==> src/rtl/llch_pkg.sv <==
package llch_pkg;

  typedef enum logic [2:0] {
    S_IDLE,
    S_FETCH,
    S_WAIT,
    S_RD,
    S_WR,
    S_WB
  } llch_state_e;

  localparam int DW         = 32;
  localparam int LEN_W      = 16;
  localparam int LEN_LSB    = 0;
  localparam int BURST_LSB  = 16;
  localparam int DMODE_LSB  = 18;
  localparam int LINK_BIT   = 20;
  localparam int DONE_BIT   = 31;
  localparam int BEAT_W     = 5;

  localparam int NST        = 5;
  localparam int ST_XFER    = 0;
  localparam int ST_BLK     = 1;
  localparam int ST_STRAN   = 2;
  localparam int ST_DTRAN   = 3;
  localparam int ST_ERR     = 4;

  function automatic logic [BEAT_W-1:0] beats_of(input logic [1:0] code);
    case (code)
      2'd0:    beats_of = BEAT_W'(1);
      2'd1:    beats_of = BEAT_W'(4);
      2'd2:    beats_of = BEAT_W'(8);
      default: beats_of = BEAT_W'(16);
    endcase
  endfunction

endpackage

==> src/rtl/llch_hs.sv <==
module llch_hs (
  input  logic sel_sw,
  input  logic is_mem,
  input  logic hw_req,
  input  logic sw_req,
  output logic ready
);
  always_comb begin
    if (is_mem) ready = 1'b1;
    else        ready = sel_sw ? sw_req : hw_req;
  end
endmodule

==> src/rtl/llch_addr.sv <==
module llch_addr #(
  parameter int AW = 32
) (
  input  logic          clk,
  input  logic          rst_n,
  input  logic          src_load,
  input  logic [AW-1:0] src_init,
  input  logic          src_adv,
  input  logic          dst_load,
  input  logic [AW-1:0] dst_init,
  input  logic          dst_adv,
  input  logic [1:0]    dmode,
  output logic [AW-1:0] src_addr,
  output logic [AW-1:0] dst_addr
);
  localparam logic [AW-1:0] WSTEP = AW'(4);

  logic [AW-1:0] src_d, dst_d;

  always_comb begin
    src_d = src_addr;
    if (src_load)     src_d = src_init;
    else if (src_adv) src_d = src_addr + WSTEP;
  end

  always_comb begin
    dst_d = dst_addr;
    if (dst_load) begin
      dst_d = dst_init;
    end else if (dst_adv) begin
      case (dmode)
        2'd0:    dst_d = dst_addr + WSTEP;
        2'd1:    dst_d = dst_addr - WSTEP;
        default: dst_d = dst_addr;
      endcase
    end
  end

  always_ff @(posedge clk or negedge rst_n) begin
    if (!rst_n) begin
      src_addr <= '0;
      dst_addr <= '0;
    end else begin
      if (src_load || src_adv) src_addr <= src_d;
      if (dst_load || dst_adv) dst_addr <= dst_d;
    end
  end
endmodule

==> src/rtl/llch_status.sv <==
module llch_status #(
  parameter int N = 5
) (
  input  logic         clk,
  input  logic         rst_n,
  input  logic [N-1:0] set,
  input  logic [N-1:0] clr,
  input  logic [N-1:0] mask,
  output logic [N-1:0] status,
  output logic         irq
);
  logic [N-1:0] status_d;

  always_comb status_d = (status & ~clr) | set;

  always_ff @(posedge clk or negedge rst_n) begin
    if (!rst_n) status <= '0;
    else        status <= status_d;
  end

  assign irq = |(status & mask);
endmodule

==> src/rtl/ll_dma_channel.sv <==
module ll_dma_channel
  import llch_pkg::*;
#(
  parameter int AW = 32
) (
  input  logic              clk,
  input  logic              rst_n,
  input  logic              glb_en,
  input  logic              ch_en_wr,
  input  logic [AW-1:0]     cfg_init_ptr,
  input  logic [AW-1:0]     cfg_src_base,
  input  logic              cfg_src_hs_sw,
  input  logic              cfg_dst_hs_sw,
  input  logic              cfg_src_mem,
  input  logic              cfg_dst_mem,
  input  logic              hw_src_req,
  input  logic              hw_dst_req,
  input  logic              sw_src_req,
  input  logic              sw_dst_req,
  output logic              src_ack,
  output logic              dst_ack,
  input  logic [NST-1:0]    st_clr,
  input  logic [NST-1:0]    st_mask,
  output logic [NST-1:0]    status,
  output logic              irq,
  output logic              busy,
  output logic              mem_req,
  output logic              mem_we,
  output logic [AW-1:0]     mem_addr,
  output logic [DW-1:0]     mem_wdata,
  input  logic              mem_gnt,
  input  logic              mem_rvalid,
  input  logic [DW-1:0]     mem_rdata,
  input  logic              mem_err
);
  localparam logic [AW-1:0] CTL_OFS = AW'(12);

  // reset: asserted asynchronously, released on the clock
  logic [1:0] rsync;
  logic       rst_i;
  always_ff @(posedge clk or negedge rst_n) begin
    if (!rst_n) rsync <= 2'b00;
    else        rsync <= {rsync[0], 1'b1};
  end
  assign rst_i = rsync[1];

  // handshake qualification, one per direction (0 = source, 1 = destination)
  logic [1:0] hs_sw, is_mem, hw_req, sw_req, dir_ok;
  assign hs_sw  = {cfg_dst_hs_sw, cfg_src_hs_sw};
  assign is_mem = {cfg_dst_mem,   cfg_src_mem};
  assign hw_req = {hw_dst_req,    hw_src_req};
  assign sw_req = {sw_dst_req,    sw_src_req};

  for (genvar d = 0; d < 2; d++) begin : g_hs
    llch_hs u_hs (
      .sel_sw (hs_sw[d]),
      .is_mem (is_mem[d]),
      .hw_req (hw_req[d]),
      .sw_req (sw_req[d]),
      .ready  (dir_ok[d])
    );
  end

  // channel state
  llch_state_e       st, st_d;
  logic              pend, pend_d;
  logic [1:0]        widx, widx_d;
  logic [AW-1:0]     dptr, dptr_d;
  logic [AW-1:0]     nptr, nptr_d;
  logic [DW-1:0]     ctl, ctl_d;
  logic [BEAT_W-1:0] beat, beat_d;
  logic [LEN_W-1:0]  txn, txn_d;
  logic [DW-1:0]     dbuf, dbuf_d;
  logic              ack_d, ack_q;

  logic              src_load, src_adv, dst_load, dst_adv;
  logic [AW-1:0]     src_addr, dst_addr;
  logic [NST-1:0]    st_set;

  logic              acc;
  logic              accept, resp, rerr;
  logic [BEAT_W-1:0] nbeats;
  logic [LEN_W-1:0]  blk_len;
  logic              last_beat, last_txn, chain_on;

  assign nbeats    = beats_of(ctl[BURST_LSB +: 2]);
  assign blk_len   = ctl[LEN_LSB +: LEN_W];
  assign last_beat = (beat == nbeats - BEAT_W'(1));
  assign last_txn  = ((txn + LEN_W'(1)) >= blk_len);
  assign chain_on  = ctl[LINK_BIT] && (nptr != '0);

  // memory port
  always_comb begin
    acc       = 1'b0;
    mem_we    = 1'b0;
    mem_addr  = '0;
    mem_wdata = '0;
    case (st)
      S_FETCH: begin
        acc      = 1'b1;
        mem_addr = dptr + {{(AW-4){1'b0}}, widx, 2'b00};
      end
      S_RD: begin
        acc      = 1'b1;
        mem_addr = src_addr;
      end
      S_WR: begin
        acc       = 1'b1;
        mem_we    = 1'b1;
        mem_addr  = dst_addr;
        mem_wdata = dbuf;
      end
      S_WB: begin
        acc       = 1'b1;
        mem_we    = 1'b1;
        mem_addr  = dptr + CTL_OFS;
        mem_wdata = ctl | (DW'(1) << DONE_BIT);
      end
      default: ;
    endcase
  end

  assign mem_req = acc && !pend;
  assign accept  = mem_req && mem_gnt;
  assign resp    = pend && mem_rvalid;
  assign rerr    = resp && mem_err;

  // next-state logic
  always_comb begin
    st_d     = st;
    pend_d   = pend;
    widx_d   = widx;
    dptr_d   = dptr;
    nptr_d   = nptr;
    ctl_d    = ctl;
    beat_d   = beat;
    txn_d    = txn;
    dbuf_d   = dbuf;
    ack_d    = 1'b0;
    src_load = 1'b0;
    src_adv  = 1'b0;
    dst_load = 1'b0;
    dst_adv  = 1'b0;
    st_set   = '0;

    if (accept) pend_d = 1'b1;
    if (resp)   pend_d = 1'b0;

    if (rerr) begin
      st_d           = S_IDLE;
      st_set[ST_ERR] = 1'b1;
    end else begin
      case (st)
        S_IDLE: begin
          if (ch_en_wr && glb_en) begin
            dptr_d   = cfg_init_ptr;
            widx_d   = 2'd0;
            src_load = 1'b1;
            st_d     = S_FETCH;
          end
        end
        S_FETCH: begin
          if (resp) begin
            widx_d = widx + 2'd1;
            case (widx)
              2'd1:    dst_load = 1'b1;
              2'd2:    nptr_d   = mem_rdata;
              2'd3: begin
                ctl_d  = mem_rdata;
                beat_d = '0;
                txn_d  = '0;
                st_d   = S_WAIT;
              end
              default: ; // source word: read, not used
            endcase
          end
        end
        S_WAIT: begin
          if (&dir_ok) st_d = S_RD;
        end
        S_RD: begin
          if (resp) begin
            dbuf_d  = mem_rdata;
            src_adv = 1'b1;
            st_d    = S_WR;
          end
        end
        S_WR: begin
          if (resp) begin
            dst_adv = 1'b1;
            if (last_beat) begin
              beat_d           = '0;
              ack_d            = 1'b1;
              st_set[ST_STRAN] = 1'b1;
              st_set[ST_DTRAN] = 1'b1;
              if (last_txn) begin
                st_d = S_WB;
              end else begin
                txn_d = txn + LEN_W'(1);
                st_d  = S_WAIT;
              end
            end else begin
              beat_d = beat + BEAT_W'(1);
              st_d   = S_RD;
            end
          end
        end
        S_WB: begin
          if (resp) begin
            st_set[ST_BLK] = 1'b1;
            if (chain_on) begin
              dptr_d = nptr;
              widx_d = 2'd0;
              st_d   = S_FETCH;
            end else begin
              st_set[ST_XFER] = 1'b1;
              st_d            = S_IDLE;
            end
          end
        end
        default: st_d = S_IDLE;
      endcase
    end
  end

  // registers
  always_ff @(posedge clk or negedge rst_n) begin
    if (!rst_n) begin
      st    <= S_IDLE;
      pend  <= 1'b0;
      widx  <= '0;
      dptr  <= '0;
      nptr  <= '0;
      ctl   <= '0;
      beat  <= '0;
      txn   <= '0;
      dbuf  <= '0;
      ack_q <= 1'b0;
    end else if (rst_i) begin
      st    <= st_d;
      pend  <= pend_d;
      widx  <= widx_d;
      dptr  <= dptr_d;
      nptr  <= nptr_d;
      ctl   <= ctl_d;
      beat  <= beat_d;
      txn   <= txn_d;
      dbuf  <= dbuf_d;
      ack_q <= ack_d;
    end
  end

  llch_addr #(.AW(AW)) u_addr (
    .clk      (clk),
    .rst_n    (rst_n),
    .src_load (src_load),
    .src_init (cfg_src_base),
    .src_adv  (src_adv),
    .dst_load (dst_load),
    .dst_init (mem_rdata[AW-1:0]),
    .dst_adv  (dst_adv),
    .dmode    (ctl[DMODE_LSB +: 2]),
    .src_addr (src_addr),
    .dst_addr (dst_addr)
  );

  llch_status #(.N(NST)) u_status (
    .clk    (clk),
    .rst_n  (rst_n),
    .set    (st_set),
    .clr    (st_clr),
    .mask   (st_mask),
    .status (status),
    .irq    (irq)
  );

  assign busy    = (st != S_IDLE);
  assign src_ack = ack_q;
  assign dst_ack = ack_q;

endmodule

==> config.mk <==
export PLATFORM = sky130hd
export DESIGN_NAME = ll_dma_channel
export DESIGN_NICKNAME = d
export VERILOG_FILES = /design/src/rtl/llch_pkg.sv /design/src/rtl/llch_hs.sv /design/src/rtl/llch_addr.sv /design/src/rtl/llch_status.sv /design/src/rtl/ll_dma_channel.sv
export SDC_FILE = /design/constraint.sdc
export NUM_CORES = 1
export LEC_CHECK = 0
export BUFFER_PORTS_ARGS = -buffer_cell sky130_fd_sc_hd__buf_2
export CAP_MARGIN = 10
export CORE_ASPECT_RATIO = 2
export CORE_UTILIZATION = 53
export CTS_CLUSTER_SIZE = 14
export DETAILED_ROUTE_END_ITERATION = 7
export PLACE_DENSITY = 0.8
export SLEW_MARGIN = 20
export SYNTH_ARGS = -nofsm -noshare
export SYNTH_HDL_FRONTEND = slang
export SYNTH_SLANG_ARGS = --single-unit
==> constraint.sdc <==
create_clock -name clk -period 3.5 [get_ports clk]
set_clock_uncertainty 0.15 [all_clocks]
set_input_delay 0.35 -clock clk [delete_from_list [all_inputs] [get_ports clk]]
set_output_delay 0.35 -clock clk [all_outputs]
set_load 0.02 [all_outputs]
==> metrics.md <==
| Metric | Value |
|---|---|
| DIE HEIGHT | `228 um` |
| Seq cells post-synth | `226` |
| CP startpoint | `st[0]` |
| Setup slack after layout | `-0.264 ns` |
| Static leakage | `roughly 8.4 nW` |
| Fin. Hold Viols | `0` |
| Async S/R FF share, synth | `1.00` |
| Clock power frac | `0.262` |
| Maximum clock frequency | `0.266 GHz` |
| Startpoint Class | `flop` |
| Met2 Use GR | `0.617` |
| Status | `complete, but fails checks` |
| Hold wc startpoint | `mem_rdata[10]` |
| CP required | `approximately 3.0 ns` |
| Drc violations | `0` |
| Post-synth EDFFs | `0` |
| Kind of critical path | `flop to output pin` |
| Ratio of cells with drive above 1 in the final layout | `0.253` |
| Max Cap Viol | `0` |
| Final setup violation count | `17` |
| Area grow syn2layout | `26.2%` |
| First-pass GRT wire length | `71900 um` |
| DR pass1 iterations | `8` |
| DR vias/cell | `6.15` |
| Die area | `about 26000 um^2` |
| Synth Warn # | `0` |
| Synthesized area per cell | `9.04 um^2` |
| Met3 usage | `0.0901` |
| Setup TNS Final | `-2.28 ns` |
| Most used routing layer in global routing | `met2` |
| Worst-path fanout max | `3` |
| Post-layout util | `0.683` |
| Clock Latency Late Sink | `0.53 ns` |
| Wire per inst | `about 22 um` |
| CTS buffer count | `22` |
| Logic pwr share | `0.334` |
| Tcrit/Tclk final | `1.08` |
| Top Ports | `196` |
| Vias in the first global route | `between 10000 and 15000` |
| Pwr Total | `approximately 9.4 mW` |
| Largest net degree at the start of global routing | `75` |
| HP Class | `primary input to flop` |
| RR Startpoint | `ctl[18]` |
| R2R Setup Slk | `0.14 ns` |
| Worst-margin pin slew | `0.777 ns` |
| Switching Fraction | `0.380` |
| Final WL | `47600 um` |
| NumNets Final | `1963` |
| Root buf cell | `clkbuf_16` |
| Final min period | `3.76 ns` |
| DR iter-0 viols | `1048` |
| Initial antenna violation count | `5` |
| HPWL reported at the end of detailed placement | `between 30000 and 40000 um` |
| Slew headroom | `0.475` |
| H-tree levels | `1` |
| Pins Over Slew Limit | `0` |
| Count of cell types in the netlist | `slightly below 80` |
| Met1 usage | `0.365` |
| Power share of the sequential group | `0.404` |
| Internal | `5.86 mW` |
| CTS clock-pin slew for the worst setup and hold paths | `0.06 ns` |
| Routability congestion estimate | `0.995` |
| Net Count, Synth | `1673` |
| Sw Pwr | `~3.6 mW` |
| Die width | `between 100 and 150 um` |
| Core Area | `25000 um^2` |
| Total gr overflow | `0` |
| Post-synthesis sequential area ratio | `0.418` |
| Post-synthesis cell count | `1498` |
| Post-Syn Area | `13500 um^2` |
| Top FF cell, synth | `dfrtp_1` |
| Total track usage | `0.365` |
| Bufs on Longest Clock Path | `3` |
| CP Capture Type | `output pin` |
| TritonCTS clock tree | `done` |
| Clock sink total | `226` |
| Via Count | `13167` |
| Routed Antenna Nets | `0` |
| WP data arrival | `3.26 ns` |
| Port bufs | `195` |
| Final instance area | `17100 um^2` |
| Failing checks | `setup timing` |
| RSZ-0062 raised after global routing | `true` |
| Post-DP Area | `15200 um^2` |
| Rows | `82` |
| Final Hold Slack | `between 0.01 and 0.015 ns` |
| Power Density | `552 nW/um^2` |
| Worst VDD drop | `388 uV` |
| Initial Util | `0.541` |
| Commonest non-fill, non-tap cells in the layout | `nand2_1 (267), dfrtp_1 (223), buf_2 (179), o21ai_0 (125), nor2_1 (99)` |
| Commonest non-fill, non-tap cell in the layout | `nand2_1` |
==> through the flow <==
| stage | setup WS (ns) | std cells |
|---|---|---|
| floorplan | 0.000152 | 1498 |
| global route | -0.485 | 2140 |
| global placement | 0.0438 | 2003 |
| detailed placement | -0.0290 | 2003 |
| finish | -0.264 | 2140 |
| CTS | -0.216 | 2128 |
==> synth_stat cells, types with 26 or more instances <==
| library cell | instances | area [um^2] |
|---|---|---|
| dfrtp_1 | 226 | 5660 |
| inv_1 | 45 | 169 |
| o21ai_0 | 137 | 686 |
| and3_1 | 27 | 169 |
| a21oi_1 | 26 | 130 |
| a31oi_1 | 38 | 238 |
| clkbuf_1 | 53 | 199 |
| mux2i_1 | 35 | 350 |
| ha_1 | 52 | 651 |
| a22oi_1 | 56 | 420 |
| xnor2_1 | 45 | 394 |
| mux2_2 | 71 | 800 |
| nand2_1 | 270 | 1010 |
| xor2_1 | 53 | 464 |
| nand3_1 | 51 | 255 |
| nor2_1 | 112 | 420 |
==> layer usage <==
metal | routed length, um | up-vias
met5 | 40 | -
met4 | 4640 | 6
met3 | 3670 | 264
met2 | 23900 | 716
met1 | 15400 | 6331
li1 | - | 5850
==> state kept, by name, summed over array words and instances (netlist names) <==
name and flops:
beat 5, dst_ack 1, u_addr.src_addr 32, u_addr.dst_addr 32, nptr 32, dbuf 32
ctl 31, dptr 32, rsync 2, pend 1, st 3, txn 16
widx 2, u_status.status 5
==> kinds of logic (layout without fill, tap and decap cells) <==
logic type | after synthesis | in the layout | synth area share
and+or+nand+nor | 548 | 548 | 0.181
AOI/OAI and AO/OA | 343 | 343 | 0.164
DFF | 226 | 226 | 0.418
buffers and inverters | 121 | 426 | 0.0365
muxes | 107 | 107 | 0.0860
xor gates and xnor gates | 98 | 98 | 0.0634
adders and majority gates | 54 | 54 | 0.0510
other | 1 | 2 | 0.000277
==> what timing repair did <==
| item | 4_1_cts | 5_1_grt |
|---|---|---|
| hold buffers | 82 | 0 |
| resized for setup | 24 | 56 |
| pin swaps | 6 | 21 |
| gates cloned | 0 | 1 |
| hold endpoints to repair | 162 | 0 |
| setup endpoints to repair | 26 | 46 |
| buffers inserted | 4 | 10 |
==> critical path, stage by stage, from the launching register on <==
cell and delay (ns):
dfrtp_4 0.42, nand2_4 0.05, or2_4 0.25, nand2_4 0.08
ha_4 0.12, inv_2 0.03, fa_2 0.35, nor2b_2 0.14
nand4_1 0.13, inv_2 0.12, buf_6 0.10, and3_4 0.19
nand3_2 0.08, xnor2_1 0.14, a22oi_2 0.24, o21ai_1 0.12
buf_4 0.18
==> path summary, 6_finish.rpt <==
check                                 endpoint  cells past startpoint
max                               mem_addr[12]                     16
min                                    ctl[10]                      3
max reg2reg                u_addr.dst_addr[27]                     13
min reg2reg                           rsync[1]                      0
max in group asynchronous              ctl[21]                      3
min in group asynchronous   u_status.status[3]                      2
==> power by group through the flow <==
stage	registers (mW)	logic (mW)	clock network (mW)
2_1_floorplan	3.54	1.97	0
3_3_place_gp	3.75	2.74	0
3_5_place_dp	3.78	2.81	0
4_1_cts	3.74	2.96	2.50
5_1_grt	3.86	3.41	2.59
6_report	3.82	3.15	2.48
==> area by class of cell <==
type,instances,area [um^2]
Sequential cell,226,5660
Multi-Input combinational cell,1151,7670
Tap cell,336,420
Timing Repair inverter,1,7.51
Clock inverter,8,93.8
Timing Repair Buffer,340,2430
Fill cell,1892,7940
Antenna cell,1,2.50
Clock buffer,31,636
Inverter,46,176
Power figures use the tool's default switching activity.
